File: src/rtl/wdog_pkg.sv
package wdog_pkg;

  localparam logic [1:0] ADDR_CTRL = 2'd0;
  localparam logic [1:0] ADDR_P1   = 2'd1;
  localparam logic [1:0] ADDR_P2   = 2'd2;
  localparam logic [1:0] ADDR_HART = 2'd3;

  typedef enum logic [1:0] {
    PH_IDLE    = 2'd0,
    PH_FIRST   = 2'd1,
    PH_SECOND  = 2'd2,
    PH_EXPIRED = 2'd3
  } phase_t;

  // strobes from control to datapath
  typedef struct packed {
    logic load1;
    logic dec1;
    logic load2;
    logic dec2;
    logic capHart;
    logic dropHart;
  } dp_ctrl_t;

endpackage

File: src/rtl/wdog_datapath.sv
module wdog_datapath
  import wdog_pkg::*;
#(
  parameter int CNT_W  = 16,
  parameter int HART_W = 8
) (
  input  logic              clk,
  input  logic              rstN,
  input  logic              wrEn,
  input  logic [1:0]        wrAddr,
  input  logic [CNT_W-1:0]  wrData,
  input  dp_ctrl_t          ctl,
  output logic              enableQ,
  output logic              cnt1Zero,
  output logic              cnt2Zero,
  output logic [HART_W-1:0] hartOut
);

  localparam logic [CNT_W-1:0] CNT_ONE = CNT_W'(1);

  logic [CNT_W-1:0]  period1Q;
  logic [CNT_W-1:0]  period2Q;
  logic [HART_W-1:0] hartQ;
  logic [CNT_W-1:0]  cnt1;
  logic [CNT_W-1:0]  cnt2;

  // configuration registers
  always_ff @(posedge clk or negedge rstN) begin
    if (!rstN) begin
      enableQ  <= 1'b0;
      period1Q <= '0;
      period2Q <= '0;
      hartQ    <= '0;
    end else if (wrEn) begin
      case (wrAddr)
        ADDR_CTRL: enableQ  <= wrData[0];
        ADDR_P1:   period1Q <= wrData;
        ADDR_P2:   period2Q <= wrData;
        default:   hartQ    <= wrData[HART_W-1:0];
      endcase
    end
  end

  // first-stage countdown; reload reads the register, so R9 holds
  always_ff @(posedge clk or negedge rstN) begin
    if (!rstN) begin
      cnt1 <= '0;
    end else if (ctl.load1) begin
      cnt1 <= period1Q;
    end else if (ctl.dec1) begin
      cnt1 <= cnt1 - CNT_ONE;
    end
  end

  // second-stage countdown
  always_ff @(posedge clk or negedge rstN) begin
    if (!rstN) begin
      cnt2 <= '0;
    end else if (ctl.load2) begin
      cnt2 <= period2Q;
    end else if (ctl.dec2) begin
      cnt2 <= cnt2 - CNT_ONE;
    end
  end

  // hart index frozen when the first-stage request rises
  always_ff @(posedge clk or negedge rstN) begin
    if (!rstN) begin
      hartOut <= '0;
    end else if (ctl.capHart) begin
      hartOut <= hartQ;
    end else if (ctl.dropHart) begin
      hartOut <= '0;
    end
  end

  assign cnt1Zero = (cnt1 == '0);
  assign cnt2Zero = (cnt2 == '0);

  // a countdown never wraps: decrement is only requested above zero
  a_r2_no_wrap1: assert property (@(posedge clk) disable iff (!rstN)
    ctl.dec1 |-> !cnt1Zero);
  a_r4_no_wrap2: assert property (@(posedge clk) disable iff (!rstN)
    ctl.dec2 |-> !cnt2Zero);

endmodule

File: src/rtl/wdog_ctrl.sv
module wdog_ctrl
  import wdog_pkg::*;
(
  input  logic     clk,
  input  logic     rstN,
  input  logic     refresh,
  input  logic     stage2Clear,
  input  logic     enableQ,
  input  logic     cnt1Zero,
  input  logic     cnt2Zero,
  output dp_ctrl_t ctl,
  output logic     stage1Irq,
  output logic     stage2Req
);

  phase_t phase;
  phase_t phaseNext;
  logic   set1;
  logic   clr1;
  logic   set2;

  always_comb begin
    ctl       = '0;
    phaseNext = phase;
    set1      = 1'b0;
    clr1      = 1'b0;
    set2      = 1'b0;
    if (!enableQ) begin
      // hold both counters at reload, withdraw stage one
      phaseNext    = PH_IDLE;
      ctl.load1    = 1'b1;
      ctl.load2    = 1'b1;
      ctl.dropHart = 1'b1;
      clr1         = 1'b1;
    end else begin
      case (phase)
        PH_IDLE: begin
          phaseNext = PH_FIRST;
          ctl.load1 = 1'b1;
          ctl.load2 = 1'b1;
        end
        PH_FIRST: begin
          if (refresh) begin
            ctl.load1 = 1'b1;
          end else if (cnt1Zero) begin
            set1        = 1'b1;
            ctl.capHart = 1'b1;
            ctl.load2   = 1'b1;
            phaseNext   = PH_SECOND;
          end else begin
            ctl.dec1 = 1'b1;
          end
        end
        PH_SECOND: begin
          if (refresh) begin
            ctl.load1    = 1'b1;
            ctl.dropHart = 1'b1;
            clr1         = 1'b1;
            phaseNext    = PH_FIRST;
          end else if (cnt2Zero) begin
            set2      = 1'b1;
            phaseNext = PH_EXPIRED;
          end else begin
            ctl.dec2 = 1'b1;
          end
        end
        default: begin
          if (refresh) begin
            ctl.load1    = 1'b1;
            ctl.dropHart = 1'b1;
            clr1         = 1'b1;
            phaseNext    = PH_FIRST;
          end
        end
      endcase
    end
  end

  always_ff @(posedge clk or negedge rstN) begin
    if (!rstN) begin
      phase <= PH_IDLE;
    end else begin
      phase <= phaseNext;
    end
  end

  always_ff @(posedge clk or negedge rstN) begin
    if (!rstN) begin
      stage1Irq <= 1'b0;
    end else if (set1) begin
      stage1Irq <= 1'b1;
    end else if (clr1) begin
      stage1Irq <= 1'b0;
    end
  end

  // sticky, only the clear input or reset drops it
  always_ff @(posedge clk or negedge rstN) begin
    if (!rstN) begin
      stage2Req <= 1'b0;
    end else if (set2) begin
      stage2Req <= 1'b1;
    end else if (stage2Clear) begin
      stage2Req <= 1'b0;
    end
  end

  a_r6_disabled_quiet: assert property (@(posedge clk) disable iff (!rstN)
    !enableQ |=> !stage1Irq);
  a_r6_no_stage2_when_off: assert property (@(posedge clk) disable iff (!rstN)
    (!enableQ && !stage2Req) |=> !stage2Req);
  a_r3_refresh_drops: assert property (@(posedge clk) disable iff (!rstN)
    (enableQ && refresh) |=> !stage1Irq);
  a_r4_stage2_after_stage1: assert property (@(posedge clk) disable iff (!rstN)
    $rose(stage2Req) |-> stage1Irq);
  a_r5_sticky: assert property (@(posedge clk) disable iff (!rstN)
    (stage2Req && !stage2Clear) |=> stage2Req);

endmodule

File: src/rtl/wdog_two_stage.sv
module wdog_two_stage
  import wdog_pkg::*;
#(
  parameter int CNT_W  = 16,
  parameter int HART_W = 8
) (
  input  logic              clk,
  input  logic              rstN,
  input  logic              wrEn,
  input  logic [1:0]        wrAddr,
  input  logic [CNT_W-1:0]  wrData,
  input  logic              refresh,
  input  logic              stage2Clear,
  output logic              stage1Irq,
  output logic [HART_W-1:0] stage1Hart,
  output logic              stage2Req
);

  dp_ctrl_t ctl;
  logic     enableQ;
  logic     cnt1Zero;
  logic     cnt2Zero;

  wdog_ctrl u_ctrl (
    .clk         (clk),
    .rstN        (rstN),
    .refresh     (refresh),
    .stage2Clear (stage2Clear),
    .enableQ     (enableQ),
    .cnt1Zero    (cnt1Zero),
    .cnt2Zero    (cnt2Zero),
    .ctl         (ctl),
    .stage1Irq   (stage1Irq),
    .stage2Req   (stage2Req)
  );

  wdog_datapath #(
    .CNT_W  (CNT_W),
    .HART_W (HART_W)
  ) u_dp (
    .clk      (clk),
    .rstN     (rstN),
    .wrEn     (wrEn),
    .wrAddr   (wrAddr),
    .wrData   (wrData),
    .ctl      (ctl),
    .enableQ  (enableQ),
    .cnt1Zero (cnt1Zero),
    .cnt2Zero (cnt2Zero),
    .hartOut  (stage1Hart)
  );

  a_r7_hart_hold: assert property (@(posedge clk) disable iff (!rstN)
    (stage1Irq && $past(stage1Irq)) |-> $stable(stage1Hart));
  a_r7_hart_idle_zero: assert property (@(posedge clk) disable iff (!rstN)
    !stage1Irq |-> (stage1Hart == '0));

endmodule

File: config.mk
export PLATFORM = sky130hd
export DESIGN_NAME = wdog_two_stage
export DESIGN_NICKNAME = d
export VERILOG_FILES = /design/src/rtl/wdog_pkg.sv /design/src/rtl/wdog_datapath.sv /design/src/rtl/wdog_ctrl.sv /design/src/rtl/wdog_two_stage.sv
export SDC_FILE = /design/constraint.sdc
export NUM_CORES = 1
export LEC_CHECK = 0
export BUFFER_PORTS_ARGS = -buffer_cell sky130_fd_sc_hd__buf_4
export CORE_MARGIN = 5
export CORE_UTILIZATION = 50
export CTS_CLUSTER_DIAMETER = 120
export DETAILED_ROUTE_END_ITERATION = 16
export PLACE_DENSITY = 0.66
export SLEW_MARGIN = 20
export SYNTH_ARGS = -nofsm -noshare
export SYNTH_HDL_FRONTEND = slang
export SYNTH_HIERARCHICAL = 1
export SYNTH_SLANG_ARGS = --single-unit
File: constraint.sdc
create_clock -name clk -period 8 [get_ports clk]
set_input_delay 0.4 -clock clk [delete_from_list [all_inputs] [get_ports clk]]
set_output_delay 0.4 -clock clk [all_outputs]
set_load 0.01 [all_outputs]
==> reports/results.ini, run 1 <==
[power]
power_mw=1.16
p_leak_nw=1.93
p_per_area_nw_per_um2=258
peakVddDrop_v=0.000106

[global_route]
grt_pass1_wl_mm=13.9
grtUsageTotal_pct=17.8
grt_max_degree=86
grt_pass1_vias=2841
antenna_found_initial=0
overflow=0

[clocking]
root_buffer=clkbuf_8
cts_max_level=3
path_clk_slew_ns=0.09
cts_buffers=9
cts_tree=yes
cts_setup_buffers=0
cts_resized=0
numClockSinks=85
clk_latency_ns=0.36
cts_hold_buf=0
clk_path_buf_depth=2

[cells_and_area]
fin_cells=483
syn2layout_area_growth_pct=11.9
multiInputGateArea_um2=1790
layout_common_cells=dfrtp_1 (85), mux2_2 (44), nand2_1 (39), buf_4 (31), o21ai_0 (28)
num-fill-cells=676
antenna_cells=0
final_common_cell=dfrtp_1
nets=405
drive_gt1_share_pct=28.1
regArea_um2=2130
fin_area_um2=4510

[synth]
synth_top_area_cell=dfrtp_1
synth-seq-area-share_pct=52.8
avgSynthCellArea_um2=11.6
yosysTopAreaCellShare_pct=52.8
synth.area.top_cells=dfrtp_1 (53%), mux2_2 (12%), xor2_1 (3.7%)
netlist_instances=347
synth_ff_type=dfrtp_1
ys_ff_latch=85
netlist_area_um2=4030
synth_edf_count=0
synth_cell_types=45
synth_warnings=6
synth_nets=376
synthArstFlopShare_pct=100

[setup_path]
critical_path_class=reg -> reg
timing.rr.start=u_dp/cnt2[7]
crit_path_start_kind=flop
required_ns=8.24
endpoint_kind=flop
critPathMaxFanout=7
cp.arrival_ns=3.16
cp-startpoint=u_dp/cnt2[7]

[routing]
post_drt_via_cell_ratio=5.62
drt_iter0_drc=130
drt.antenna.violating_nets=0
wl_mm=8.12
wl_per_cell_um=16.8
drt-pass1-iter-count=4
drc=0
route.vias.total=2716

[sta]
max_freq_mhz=343
tightest_slew_ns=0.913
setup_violations=0
drv_slew=0
tns_ns=0
hold_violations=0
max_slew_margin_pct=39.1
finalCritPeriodShare_pct=36.5
fin_crit_ns=2.92
finClkSkew_ns=0.00951
rsz0062_at_grt=false

[placement]
gp_congestion=0.806
place_inst=467
port_buffers=32
placed_area_um2=4330
hpwl_mm=5.80

[floorplanning]
start_util_pct=51.8
dieArea_um2=9950
rows=32
die_h_um=99.7
num_io_pins=33
chipWidth_um=99.7
coreArea_um2=7770

[job]
cap_viol_max_count=0

[outcome]
outcome=finished clean

[worst_hold_path]
min_path_type=in -> async

==> stage by stage <==
| step | worst slack (ns) | utilization, % | hold WS [ns] |
|---|---|---|---|
| floorplan | 5.34 | - | 0.104 |
| global placement | 5.17 | 55.7 | 0.459 |
| detailed placement | 5.11 | 55.7 | 0.465 |
| CTS | 5.09 | 58.0 | 0.270 |
| global route | 4.81 | 58.0 | 0.138 |
| finish | 5.08 | 58.0 | 0.0877 |
==> layout make-up <==
| class | instances | area share (%) |
|---|---|---|
| inverter | 11 | 0.916 |
| clock inverter | 7 | 1.17 |
| timing repair buffer | 32 | 5.41 |
| clock buffer | 9 | 2.75 |
| sequential | 85 | 47.2 |
| multi-input combinational | 237 | 39.7 |
| tap | 102 | 2.83 |
==> state kept, by name, indices dropped and copies added, names as in the netlist <==
signal,flops
u_dp/hartQ,8
u_dp/hartOut,8
u_dp/period1Q,16
u_dp/cnt1,16
u_ctrl/phase,2
u_ctrl/stage1Irq,1
u_dp/enableQ,1
u_dp/period2Q,16
u_ctrl/stage2Req,1
u_dp/cnt2,16
==> kinds of logic (layout without fill, tap and decap cells) <==
group           Yosys count  in the layout  synth area share, %
buf+inv                  25             59                 2.70
xor+xnor                 28             28                 6.09
simple gates            109            109                 16.3
compound gates           50             50                 7.89
flops                    85             85                 52.8
mux                      44             44                 12.3
fa+ha+maj                 6              6                 1.86
==> worst paths after layout <==
check	cells after the start	slack, ns	end
hold / removal	1	0.09	u_dp/period1Q[14]
setup reg to reg	8	5.08	u_dp/cnt2[12]
setup / recovery	8	5.08	u_dp/cnt2[12]
max in group asynchronous	1	7.41	u_dp/period2Q[4]
hold reg to reg	2	0.48	u_dp/cnt1[4]
min in group clk	2	0.29	u_dp/period1Q[12]
==> per-layer routing <==
layer	track usage [%]	vias up	routed length, µm
met5	0	-	0
met4	7.25	0	161
met3	3.58	15	381
met2	27.4	70	3700
met1	24.5	1344	3870
li1	-	1287	-
==> report_power, final <==
part           switching [mW]  total (mW)  internal, mW
logic                   0.140       0.274         0.133
registers              0.0905       0.615         0.524
clock network           0.160       0.273         0.113
total                   0.391        1.16         0.770
==> synth_stat cells, drive strengths merged, types with 4 or more instances <==
library cell	n
nand4	4
o21ai	32
dfrtp	85
nor2	14
clkbuf	11
nor3	6
xor2	17
nand2	39
xnor2	11
nor4	7
nor2b	4
inv	11
mux2	44
ha	6
nand3	7
nand3b	5
a22o	8
==> critical path: stages (launching register included) <==
cell and delay, ns:
dfrtp_1 0.43, or4_4 0.59, nor3_1 0.18, nor4bb_1 0.50, nor2_1 0.25, nand4bb_4 0.20
and4bb_2 0.26, xor2_1 0.14, mux2_2 0.25
(Power assumes the default switching activity.)
==> inputs of run 2 (changes only) <==
--- a/config.mk
+++ b/config.mk
@@ -5,12 +5,13 @@
 export SDC_FILE = /design/constraint.sdc
 export NUM_CORES = 1
 export LEC_CHECK = 0
+export ABC_AREA = 1
 export BUFFER_PORTS_ARGS = -buffer_cell sky130_fd_sc_hd__buf_4
 export CORE_MARGIN = 5
 export CORE_UTILIZATION = 50
 export CTS_CLUSTER_DIAMETER = 120
 export DETAILED_ROUTE_END_ITERATION = 16
-export PLACE_DENSITY = 0.66
+export PLACE_DENSITY = 0.65
 export SLEW_MARGIN = 20
 export SYNTH_ARGS = -nofsm -noshare
 export SYNTH_HDL_FRONTEND = slang
==> constraint.sdc (replaced) <==
create_clock -name clk -period 3.04 [get_ports clk]
set_input_delay 0.152 -clock clk [delete_from_list [all_inputs] [get_ports clk]]
set_output_delay 0.152 -clock clk [all_outputs]
set_load 0.01 [all_outputs]
==> run 2 against run 1 <==
Against the previous run:
- register-to-register slack got worse by 4.6 ns
- worst hold slack got worse by 0.014 ns
- sequential share of layout area fell by 5.8 points
- utilization fell by 1.9 points
- first-iteration DRC count rose by 74%
- sequential power rose by 150%
- cell count rose by 44%
- synthesized cell count rose by 59%
- power rose to 2.9 times the previous value
- combinational power rose to 3.4 times the previous value
- clock power rose to 3.3 times the previous value
==> reports/results.ini, run 2 <==
[routing]
drc=0  ; unchanged
wl_mm=10.2  ; +25%
post_drt_via_cell_ratio=5.21  ; -7.4%
drt_iter0_drc=226  ; +74%
drt-pass1-iter-count=4  ; unchanged
drt.antenna.violating_nets=0  ; unchanged
route.vias.total=3623  ; +33%
wl_per_cell_um=14.6  ; -13%

[synth]
synth.mux.area_fraction_pct=0  ; -12 points
synth_nets=579  ; +54%
synth_ff_type=dfrtp_1
netlist_area_um2=4650  ; +15%
synth-seq-area-share_pct=45.7  ; -7.1 points
yosys.area_share.adder_pct=1.61  ; -0.25 points
synth_edf_count=0  ; unchanged
netlist_instances=550  ; +59%
synth_top_area_cell=dfrtp_1
synth-compound-area-share_pct=13.1  ; +5.2 points
synth_cell_types=35  ; -22%
avgSynthCellArea_um2=8.45  ; -27%
synthArstFlopShare_pct=100  ; unchanged
synth_warnings=6  ; unchanged
synth_xor_area_share_pct=1.32  ; -4.8 points
yosysMostFrequentCell=nand2_1
yosysTopAreaCellShare_pct=45.7  ; -7.1 points
synth_top_family_by_area=simple AND/OR/NAND/NOR gates
synth.area.top_cells=dfrtp_1 (46%), nand2_1 (13%), o21ai_2 (5.3%)
synth-simple-area-share_pct=29.1  ; +13 points
netlist_top_cells_count=nand2_1 (157), dfrtp_1 (85), inv_1 (54), nand3_1 (46), nor2_1 (32)
ys_ff_latch=85  ; unchanged

[sta]
setup_violations=0  ; unchanged
fin_crit_ns=2.51  ; -0.405 ns
tightest_slew_ns=0.724  ; -0.189 ns
finalCritPeriodShare_pct=82.6  ; +46 points
max_slew_margin_pct=51.6  ; +12 points
tns_ns=0  ; unchanged
finClkSkew_ns=0.0108  ; +0.00133 ns
rsz0062_at_grt=false
drv_slew=0  ; unchanged
hold_violations=0  ; unchanged
max_freq_mhz=398  ; +16%

[cells_and_area]
layout_common_cells=nand2_1 (157), dfrtp_1 (85), inv_1 (54), nand3_1 (46), buf_4 (35)
antenna_cells=0  ; unchanged
fin_cells=696  ; +44%
fin_util_pct=56.2  ; -1.9 points
drive_gt1_share_pct=22.6  ; -5.5 points
final_common_cell=nand2_1
syn2layout_area_growth_pct=10.5
nets=609  ; +50%

[setup_path]
endpoint_kind=flop
crit_chain=inv_1 > ha_1 > nand4_1 > nor2_1 > nand2_1 > nor2_1 > inv_1 > nand2_1 > nor3_1 > inv_2 > nor2_4 > inv_2 > nor2_1 > a22oi_1 > nand2_1
critPathSlowestCell=nor3_1
critical_path_class=reg -> reg
crit_path_start_kind=flop
critPathMaxFanout=14  ; +7
cp.arrival_ns=2.80  ; -0.36 ns
required_ns=3.33  ; -4.91 ns
critPathMaxStageDelay_ns=0.48  ; -0.11 ns

[floorplanning]
start_util_pct=50.8  ; -1.0 points
chipWidth_um=106  ; +6.7%
dieArea_um2=11300  ; +14%
rows=35  ; +9.4%
num_io_pins=33  ; unchanged
coreArea_um2=9150  ; +18%
die_h_um=106  ; +6.7%

[clocking]
clk_latency_ns=0.35  ; about the same
numClockSinks=85  ; unchanged
clk_path_buf_depth=2  ; unchanged
cts_tree=yes
cts_max_level=3  ; unchanged
root_buffer=clkbuf_8
cts_buffers=9  ; unchanged
path_clk_slew_ns=0.09  ; about the same
cts_setup_buffers=0  ; unchanged

[global_route]
grt_pass1_vias=3529  ; +24%
antenna_found_initial=0  ; unchanged
grtUsageTotal_pct=19.4  ; +1.6 points
grt_max_degree=54  ; -37%
overflow=0  ; unchanged
grt_pass1_wl_mm=17.7  ; +27%

[power]
p_comb_share_pct=27.7  ; +4.1 points
p_int_mw=2.15  ; +180%
seqPwrFrac_pct=45.5  ; -7.4 points
p_sw_mw=1.22  ; +210%
p_per_area_nw_per_um2=656  ; +150%
switching_share_pct=36.2  ; +2.6 points
pwr-share-clk_pct=26.8  ; +3.3 points
p_leak_nw=2.50  ; +30%
peakVddDrop_v=0.000265  ; +150%

[placement]
gp_congestion=0.832  ; +3.2%
place_inst=678  ; +45%
port_buffers=32  ; unchanged
hpwl_mm=7.35  ; +27%

[job]
cap_viol_max_count=0  ; unchanged

[outcome]
outcome=finished clean

[worst_hold_path]
min_path_type=in -> reg

## run 2: changes by cell type after synthesis, moves of 11 or more
cell | before | now
inv_1 | 10 | 54
a22oi_1 | 1 | 20
mux2_2 | 44 | 0
nand2_1 | 39 | 157
nor2_4 | 0 | 11
xor2_1 | 17 | 5
o21ai_1 | 2 | 22
nand3_1 | 7 | 46
inv_2 | 1 | 14
o21ai_0 | 28 | 4
o21ai_2 | 2 | 28
nor2_1 | 14 | 32
## run 2: worst max-delay path, delay by kind of cell, from the launching register on
family	cells	cell delay (ns)
and+or+nand+nor	9	1.34
adders and majority gates	1	0.27
DFF	1	0.36
buffers and inverters	4	0.39
AOI/OAI and AO/OA	1	0.07
## run 2: kinds of logic after synthesis
| kind of cell | Yosys count |
|---|---|
| adder cells (fa/ha/maj) | 6 |
| XOR/XNOR | 7 |
| flip-flops | 85 |
| AND/OR/NAND/NOR | 281 |
| AO/OA/AOI/OAI | 83 |
| buffers and inverters | 88 |
## run 2: repair_timing
action	CTS	global route
gates resized for setup	0	0
hold buffers	2	0
endpoints found under the hold margin	52	0
## run 2: stage by stage
stage | hold WS, ns | worst slack, ns | instance area (µm²) | power [mW]
6_report | 0.0740 | 0.528 | 5140 | 3.37
3_3_place_gp | 0.243 | 0.651 | 4900 | 2.46
3_5_place_dp | 0.243 | 0.588 | 4900 | 2.49
2_1_floorplan | -0.144 | 1.03 | 4650 | 2.26
5_1_grt | 0.0778 | 0.179 | 5140 | 3.61
4_1_cts | 0.0628 | 0.554 | 5140 | 3.40
## run 2: per-layer routing
metal  track usage (%)  vias up  part of all wire, %
li1                  -     1843                    -
met1              28.4     1712                   49
met2              29.9       66                   46
met3              3.16        2                  4.3
met4              5.30        0                 0.34
met5                 0        -                    0
## run 2: path summary, 6_finish.rpt
path / from / to / slack [ns] / depth (start not counted)
max: u_dp/cnt1[0] / u_dp/cnt1[9] / 0.53 / 15
min: wrData[11] / u_dp/period2Q[11] / 0.07 / 3
max reg2reg: u_dp/cnt1[0] / u_dp/cnt1[9] / 0.53 / 15
min reg2reg: u_dp/period2Q[13] / u_dp/period2Q[13] / 0.49 / 2
max in group asynchronous: rstN / u_dp/cnt1[9] / 1.96 / 3
min in group asynchronous: rstN / u_dp/cnt2[11] / 0.37 / 2
## run 2: area by class of cell
class | instances | area (µm²)
repair buffers | 37 | 283
well taps | 111 | 139
flip-flops and latches | 85 | 2130
inverters | 70 | 270
clock buffers | 10 | 128
clock inverters | 6 | 95.1
fillers | 839 | 4010
multi-input cells | 377 | 2100
## run 2: power groups by stage
stage	clock network [mW]	registers, mW	logic [mW]
5_1_grt	0.979	1.56	1.07
6_report	0.903	1.53	0.935
3_5_place_dp	0	1.55	0.934
3_3_place_gp	0	1.54	0.915
2_1_floorplan	0	1.49	0.769
4_1_cts	0.922	1.53	0.941
